**src/rtl/alu8_pkg.sv**
```systemverilog
package alu8_pkg;

    localparam int DATA_W = 8;
    localparam int NIB_W  = 4;
    localparam int CODE_W = 4;

    typedef enum logic [CODE_W-1:0] {
        OP_ADD = 4'd0,
        OP_ADC = 4'd1,
        OP_SUB = 4'd2,
        OP_SBC = 4'd3,
        OP_AND = 4'd4,
        OP_OR  = 4'd5,
        OP_XOR = 4'd6,
        OP_COM = 4'd7,
        OP_NEG = 4'd8,
        OP_INC = 4'd9,
        OP_DEC = 4'd10
    } alu_op_e;

    localparam int FB_C = 0;
    localparam int FB_Z = 1;
    localparam int FB_N = 2;
    localparam int FB_V = 3;
    localparam int FB_S = 4;
    localparam int FB_H = 5;

    localparam logic [7:0] MASK_ARITH = 8'h3F;
    localparam logic [7:0] MASK_LOGIC = 8'h1E;
    localparam logic [7:0] MASK_COM   = 8'h1F;

endpackage

```
**src/rtl/alu8_addsub.sv**
```systemverilog
module alu8_addsub #(
    parameter int WIDTH = 8,
    parameter int HALF  = 4
) (
    input  logic [WIDTH-1:0] x_in,
    input  logic [WIDTH-1:0] y_in,
    input  logic             invert_y,
    input  logic             cin,
    output logic [WIDTH-1:0] sum,
    output logic             c_out,
    output logic             c_half,
    output logic             c_into_msb
);
    logic [WIDTH:0]   carry;
    logic [WIDTH-1:0] y_eff;

    assign carry[0] = cin;
    assign y_eff    = invert_y ? ~y_in : y_in;

    for (genvar i = 0; i < WIDTH; i++) begin : g_bit
        assign sum[i]     = x_in[i] ^ y_eff[i] ^ carry[i];
        assign carry[i+1] = (x_in[i] & y_eff[i]) | (carry[i] & (x_in[i] ^ y_eff[i]));
    end

    assign c_out      = carry[WIDTH];
    assign c_half     = carry[HALF];
    assign c_into_msb = carry[WIDTH-1];
endmodule

```
**src/rtl/alu8_logic.sv**
```systemverilog
module alu8_logic
    import alu8_pkg::*;
#(
    parameter int WIDTH = 8
) (
    input  alu_op_e          op,
    input  logic [WIDTH-1:0] a,
    input  logic [WIDTH-1:0] b,
    output logic [WIDTH-1:0] r
);
    always_comb begin
        unique case (op)
            OP_AND:  r = a & b;
            OP_OR:   r = a | b;
            OP_XOR:  r = a ^ b;
            OP_COM:  r = ~a;
            default: r = a;
        endcase
    end
endmodule

```
**src/rtl/alu8_flags.sv**
```systemverilog
module alu8_flags
    import alu8_pkg::*;
#(
    parameter int WIDTH = 8
) (
    input  alu_op_e          op,
    input  logic [WIDTH-1:0] res,
    input  logic             c_out,
    input  logic             c_half,
    input  logic             c_into_msb,
    input  logic             zero_in,
    output logic [7:0]       flags,
    output logic [7:0]       we
);
    logic is_sub, is_add, is_arith, is_logic, is_step;
    logic f_c, f_z, f_n, f_v, f_h;
    logic res_zero;
    logic [7:0] raw;

    assign is_add   = (op == OP_ADD) || (op == OP_ADC) || (op == OP_INC);
    assign is_sub   = (op == OP_SUB) || (op == OP_SBC) || (op == OP_NEG) || (op == OP_DEC);
    assign is_arith = (op == OP_ADD) || (op == OP_ADC) || (op == OP_SUB)
                   || (op == OP_SBC) || (op == OP_NEG);
    assign is_logic = (op == OP_AND) || (op == OP_OR) || (op == OP_XOR);
    assign is_step  = (op == OP_INC) || (op == OP_DEC);
    assign res_zero = (res == '0);

    always_comb begin
        f_n = res[WIDTH-1];
        f_z = (op == OP_SBC) ? (res_zero & zero_in) : res_zero;
        f_v = 1'b0;
        f_c = 1'b0;
        f_h = 1'b0;
        if (is_add) begin
            f_c = c_out;
            f_h = c_half;
            f_v = c_out ^ c_into_msb;
        end else if (is_sub) begin
            f_c = ~c_out;
            f_h = ~c_half;
            f_v = c_out ^ c_into_msb;
        end else if (op == OP_COM) begin
            f_c = 1'b1;
        end
    end

    always_comb begin
        raw        = '0;
        raw[FB_C]  = f_c;
        raw[FB_Z]  = f_z;
        raw[FB_N]  = f_n;
        raw[FB_V]  = f_v;
        raw[FB_S]  = f_n ^ f_v;
        raw[FB_H]  = f_h;
        if (is_arith)           we = MASK_ARITH;
        else if (is_logic)      we = MASK_LOGIC;
        else if (is_step)       we = MASK_LOGIC;
        else if (op == OP_COM)  we = MASK_COM;
        else                    we = '0;
    end

    assign flags = raw & we;
endmodule

```
**src/rtl/alu8.sv**
```systemverilog
module alu8
    import alu8_pkg::*;
(
    input  logic [7:0] opnd_a,
    input  logic [7:0] opnd_b,
    input  logic       carry_in,
    input  logic       zero_in,
    input  logic [3:0] op_sel,
    output logic [7:0] result,
    output logic [7:0] flags_out,
    output logic [7:0] flag_we
);
    alu_op_e           op;
    logic [DATA_W-1:0] x_sel, y_sel, sum, logic_r;
    logic              inv_y, cin_sel, c_out, c_half, c_msb, use_adder;

    assign op = alu_op_e'(op_sel);

    always_comb begin
        x_sel     = opnd_a;
        y_sel     = opnd_b;
        inv_y     = 1'b0;
        cin_sel   = 1'b0;
        use_adder = 1'b1;
        case (op)
            OP_ADD: ;
            OP_ADC: cin_sel = carry_in;
            OP_SUB: begin inv_y = 1'b1; cin_sel = 1'b1; end
            OP_SBC: begin inv_y = 1'b1; cin_sel = ~carry_in; end
            OP_NEG: begin x_sel = '0; y_sel = opnd_a; inv_y = 1'b1; cin_sel = 1'b1; end
            OP_INC: begin y_sel = '0; cin_sel = 1'b1; end
            OP_DEC: begin y_sel = DATA_W'(1); inv_y = 1'b1; cin_sel = 1'b1; end
            default: use_adder = 1'b0;
        endcase
    end

    alu8_addsub #(.WIDTH(DATA_W), .HALF(NIB_W)) u_addsub (
        .x_in(x_sel), .y_in(y_sel), .invert_y(inv_y), .cin(cin_sel),
        .sum(sum), .c_out(c_out), .c_half(c_half), .c_into_msb(c_msb)
    );

    alu8_logic #(.WIDTH(DATA_W)) u_logic (
        .op(op), .a(opnd_a), .b(opnd_b), .r(logic_r)
    );

    assign result = use_adder ? sum : logic_r;

    alu8_flags #(.WIDTH(DATA_W)) u_flags (
        .op(op), .res(result), .c_out(c_out), .c_half(c_half),
        .c_into_msb(c_msb), .zero_in(zero_in), .flags(flags_out), .we(flag_we)
    );

    always_comb begin
        AST_SIGN_RULE: assert (!flag_we[FB_S] || (flags_out[FB_S] == (flags_out[FB_N] ^ flags_out[FB_V])));
        AST_LOGIC_V_ZERO: assert (!(op_sel inside {4'd4, 4'd5, 4'd6}) || !flags_out[FB_V]);
        AST_COM_CARRY_SET: assert (op_sel != 4'd7 || (flags_out[FB_C] && result == ~opnd_a));
        AST_SBC_Z_STICKY: assert (op_sel != 4'd3 || zero_in || !flags_out[FB_Z]);
        AST_UNUSED_NO_WRITE: assert (op_sel < 4'd11 || (flag_we == 8'h00 && result == opnd_a));
        AST_MASKED_ZERO: assert ((flags_out & ~flag_we) == 8'h00 && flag_we[7:6] == 2'b00);
        AST_STEP_KEEPS_C: assert (!(op_sel inside {4'd9, 4'd10}) || !flag_we[FB_C]);
    end
endmodule

```
**config.mk**
```make
export PLATFORM = sky130hd
export DESIGN_NAME = alu8
export DESIGN_NICKNAME = d
export VERILOG_FILES = /design/src/rtl/alu8_pkg.sv /design/src/rtl/alu8_addsub.sv /design/src/rtl/alu8_logic.sv /design/src/rtl/alu8_flags.sv /design/src/rtl/alu8.sv
export SDC_FILE = /design/constraint.sdc
export NUM_CORES = 1
export LEC_CHECK = 0
export BUFFER_PORTS_ARGS = -buffer_cell sky130_fd_sc_hd__buf_2
export CAP_MARGIN = 25
export CELL_PAD_IN_SITES_DETAIL_PLACEMENT = 1
export CELL_PAD_IN_SITES_GLOBAL_PLACEMENT = 1
export CORE_UTILIZATION = 25
export DETAILED_ROUTE_END_ITERATION = 6
export PLACE_DENSITY_LB_ADDON = 0.3
export SLEW_MARGIN = 20
export SYNTH_ARGS = -nofsm -noshare
export SYNTH_HDL_FRONTEND = slang
export SYNTH_SLANG_ARGS = --single-unit
```
**constraint.sdc**
```tcl
create_clock -name vclk -period 13.2
set_input_delay 1.98 -clock vclk [all_inputs]
set_output_delay 1.98 -clock vclk [all_outputs]
set_load 0.02 [all_outputs]
```
* Yosys cells after proc, flatten, opt, wreduce, memory -nomap -nowiden
Cells that the tools add are included.
Operators by class: $add $sub $neg 0, multipliers 0, div/mod/pow operators 0, order comparisons 0, equality and inequality tests 10, shifts and indexed selects 0, mux-type cells 20, bitwise logic cells 52, reductions and logical operators 16
Operators by type and width (number):
- $mux W8 | 6
- $pmux W8 S4 | 1
- $pmux W8 S3 | 1
- $xor A1 B1 Y1 | 18
- $and A1 B1 Y1 | 17
- $eq A4 B3 Y1 const B | 4
- $not A8 Y8 | 2
- $eq A4 B4 Y1 const B | 3
- $logic_or A1 B1 Y1 | 11
- $mux W1 | 10
- $and A6 B8 Y8 | 1
- $and A8 B8 Y8 | 1
- $eq A4 B2 Y1 const B | 2
- $logic_not A8 Y1 | 1
- $or A1 B1 Y1 | 8
- $or A8 B8 Y8 | 1
- $reduce_or A4 Y1 | 2
- $xor A8 B8 Y8 | 1
- $reduce_or A7 Y1 | 1
- $mux W5 | 1
- $eq A4 B1 Y1 const B | 1
- $logic_not A4 Y1 | 1
- $not A1 Y1 | 3
- $pmux W1 S3 | 1
Storage, ports and cells: register bits 0, bits in latches 0, memory bits (writable) 0, memory bits (read-only) 0, bits of input ports 22, word-level logic and storage cells 98, memories 0

* Depth between registers and ports, before layout
depth in word-level cells 26, mapped depth 22, gate-level depth less buffers 19

* Modules after synthesis
A second synthesis with hierarchy kept.
Second synthesis, totals: cells, all modules 194, area total of the unflattened synthesis 1505.2 sq um
By module, submodules not included:
- alu8_logic | instances 1, cells each 84, area each 609.3 sq um
- alu8 | instances 1, cells each 37, area each 327.8 sq um
- alu8_addsub | instances 1, cells each 33, area each 301.5 sq um
- alu8_flags | instances 1, cells each 40, area each 266.5 sq um

* Least setup slack after synthesis
No wires, ideal clock.
kind input to output, start point input op_sel[1], end point output flags_out[1], data arrival time 7.112 ns, required time 11.220 ns, path slack 4.108 ns, stages 22, path buffers 3, cell sequence buf_6 > buf_6 > buf_6 > nor2_1 > nand2_1 > o21ai_0 > a21oi_1 > fa_1 > fa_1 > fa_1 > fa_1 > inv_1 > fa_1 > inv_1 > fa_1 > inv_1 > fa_1 > fa_1 > nand2_1 > o31ai_1 > or4_1 > nor4_2
Between the ends: longest elaborated chain between the ends 25
RTL lines:
- start, declared | line alu8.sv:8 | input logic [3:0] op_sel,
- $eq A4 B4 Y1 / $eq A4 B2 Y1 (equally long branches) | line alu8.sv:25 | case (op)
- $reduce_or A4 Y1 (no source line) / $pmux W8 S3 (equally long branches)
- $mux W1 / $not A8 Y8 (equally long branches) | line alu8.sv:25, alu8_addsub.sv:18
- $mux W8 | line alu8_addsub.sv:18 | assign y_eff = invert_y ? ~y_in : y_in;
- $xor A1 B1 Y1 | line alu8_addsub.sv:22 | assign carry[i+1] = (x_in[i] & y_eff[i]) | (carry[i] & (x_in[i] ^ y_eff[i]));
- $and A1 B1 Y1 | line alu8_addsub.sv:22
- $or A1 B1 Y1 | line alu8_addsub.sv:22
- $and A1 B1 Y1 | line alu8_addsub.sv:22
- [... 10 more ...]
- $or A1 B1 Y1 | line alu8_addsub.sv:22
- $xor A1 B1 Y1 | line alu8_addsub.sv:21 | assign sum[i] = x_in[i] ^ y_eff[i] ^ carry[i];
- $mux W8 * | line alu8.sv:46 | assign result = use_adder ? sum : logic_r;
- net result[7] | line alu8.sv:9 | output logic [7:0] result,
- $logic_not A8 Y1 * | line alu8_flags.sv:26 | assign res_zero = (res == '0);
- $and A1 B1 Y1 | line alu8_flags.sv:30 | f_z = (op == OP_SBC) ? (res_zero & zero_in) : res_zero;
- $mux W1 * | line alu8_flags.sv:30
- $and A6 B8 Y8 * | line alu8_flags.sv:62 | assign flags = raw & we;
- end, declared | line alu8.sv:10 | output logic [7:0] flags_out,
The timed path passes the listed nets; every way through them passes the cells marked *.

* Worst setup path in the final report
start point input op_sel[3], end point output flags_out[1]
Between the ends: longest elaborated chain between the ends 25
RTL lines (line):
- $eq A4 B4 Y1, or another cell as far along | alu8_flags.sv:23, alu8.sv:25
- $reduce_or A4 Y1 (no source line) / $pmux W8 S3 (equally long branches)
- $mux W1 / $not A8 Y8 (equally long branches) | alu8.sv:25, alu8_addsub.sv:18
- $mux W8 | alu8_addsub.sv:18
- $xor A1 B1 Y1 | alu8_addsub.sv:21, alu8_addsub.sv:22
- $and A1 B1 Y1 | alu8_addsub.sv:22
- $or A1 B1 Y1 | alu8_addsub.sv:22
- $and A1 B1 Y1 | alu8_addsub.sv:22
- [... 9 more ...]
- $and A1 B1 Y1 | alu8_addsub.sv:22
- $or A1 B1 Y1 | alu8_addsub.sv:22
- $xor A1 B1 Y1 | alu8_addsub.sv:21
- $mux W8 | alu8.sv:46
- $logic_not A8 Y1 | alu8_flags.sv:26
- $and A1 B1 Y1 | alu8_flags.sv:30
- $mux W1 | alu8_flags.sv:30
- $and A6 B8 Y8 * | alu8_flags.sv:62
Mark *: on every way between the ends. The rest lies on a longest branch, timed or not.

==> results.txt <==
Grt total ovfl = 0
Share of cells above drive strength 1 = 0.229
Sum of negative setup slack = 0 ps
Count of input and output buffers = 42
CP delay by family, top = adder cells
Met2 usage = 0.262
Top cell type by total area after synthesis = ha_1
Die area = 0.00608 mm2
Placer congestion estimate = 0.754
Synth top area share = 0.139
Worst EP required = 11220 ps
Worst hold path type = primary input to primary output
First-pass GRT wire length = 7.29 mm
Distinct cells, synth = 47
Wire per inst = 14.6 um
Tightest Pin Transition = 801 ps
Worst path max stage delay = 720 ps
Slowest cell on crit path = nor2b_1
Post-route DRC = 0
CTS Hold Bufs = 0
Crit path cell chain = buf_2, nor2b_1, nand2_1, o21ai_0, a21oi_1, fa_1, fa_1, fa_1, fa_1, inv_1, fa_1, inv_1, fa_1, inv_1, fa_1, fa_1, nand2_1, o31ai_1, or4_1, nor4_2, buf_2
Crit path launch type = primary input
Drt pass-1 iters = 4
I/O pin cnt = 46
Aggregate global-route resource usage = 0.144
Post-place setup slack = 3140 ps
Met3 Use GR = 0
Syn Area/Cell = 7.22 um2
Final nets = 271
Synthesis-to-finish area growth = 11.4%
Initial cell density of the core = 0.261
Die width = 78.0 um
Post-DRT Antenna Nets = 0
Post-synthesis cell count = 200
ANT cells = 0
Final wirelength = 4.32 mm
VDD IR max = 0.0175 mV
Gr busiest metal = met2
Via count = 1497
CP bufs+invs = 5
Rows = 27
Core area = 0.00554 mm2
Max Freq = 99.9 MHz
Outcome = finished clean
Data arrival, critical path = 8030 ps
Pwr Density = 47.3 mW/mm2
Most instantiated cells after synthesis = o21ai_0 (27), inv_1 (25), ha_1 (16), nand2_1 (15)
Most common cell in the synthesized netlist = o21ai_0
Vias in the first global route = 1451
Slew HR = 0.465
Seq/Total Area, Yosys = 0
Final Util = 0.290
Vias per std cell = 5.07
Yosys warning count = 0
CTS resizes = 0
Min Tclk post-route = 10010 ps
Pwr Total = 0.0000761 W
Initial antenna violation count = 0
Max-cap violations = 0
Most frequent CP cell = fa_1
Critical Path End Type = primary output
Crit Path Max Fanout = 26
Max Slew Vio Count = 0
Die Y = 78.0 um
M1 GR Usage = 0.202
Postcts setup bufs = 0
Register area = 0 um2
Iter 0 DRT Violations = 65
Final period utilization = 0.759
Top post-synthesis cells by area = ha_1 (14%), fa_1 (11%), o21ai_0 (9.4%)
Cell Area, Synth = 0.00144 mm2
Final hold violation count = 0
Crit Path Class = primary input to primary output
Final setup fails = 0
P_leak = 0.786 nW
Final WS setup = 3190 ps
DP HPWL = 3.30 mm
Seq cells = 0
Largest net degree at the start of global routing = 37
Clk_buf instances = 0
RSZ-0062 raised after global routing = false
## cell usage in the layout, fill, tap and decap left out, types with 5 or more instances in the layout
cell type   n
a21oi_1     7
a22oi_1     5
buf_2      42
fa_1        8
ha_1       16
inv_1      25
mux2i_1     5
nand2_1    15
nor2_1     10
nor2b_1     6
o21ai_0    27
o22ai_1     7
## power breakdown
part	switching (W)	total (W)	internal (W)
Combinational	0.0000480	0.0000761	0.0000281
Sequential	0	0	0
Clock	0	0	0
## per-stage QoR
| stage | area (um2) | cells | hold WS (ps) |
|---|---|---|---|
| 6_report | 1610 | 295 | 4410 |
| 5_1_grt | 1610 | 295 | 4450 |
| 4_1_cts | 1610 | 295 | 4410 |
| 3_5_place_dp | 1610 | 295 | 4410 |
| 3_3_place_gp | 1610 | 295 | 4420 |
| 2_1_floorplan | 1460 | 203 | 4160 |
## layout make-up
cell class | count | area (um2)
multi-input combinational | 155 | 1210
inverter | 26 | 97.6
tap | 72 | 90.1
fill | 729 | 3930
timing repair buffer | 42 | 210
## per-layer routing
layer	wire (um)	vias to the layer above	part of all wire
li1	-	738	-
met5	0	-	0
met2	2030	30	0.47
met1	2170	729	0.50
met4	0	0	0
met3	128	0	0.030
## final timing paths
check | startpoint | end | cells after the start
worst min-delay path | opnd_a[6] | result[6] | 4
worst max-delay path | op_sel[3] | flags_out[1] | 21
## cells by family (layout without fill, tap and decap cells)
logic type / Yosys count / count (layout) / synth area share
AND/OR/NAND/NOR: 49 / 49 / 0.176
AO/OA/AOI/OAI: 70 / 70 / 0.328
other: 1 / 4 / 0.00260
XOR/XNOR: 1 / 1 / 0.00607
adder cells (fa/ha/maj): 24 / 24 / 0.250
multiplexers: 7 / 7 / 0.0685
buffers and inverters: 48 / 68 / 0.170
Note: power is estimated with default switching activity, not from simulation.
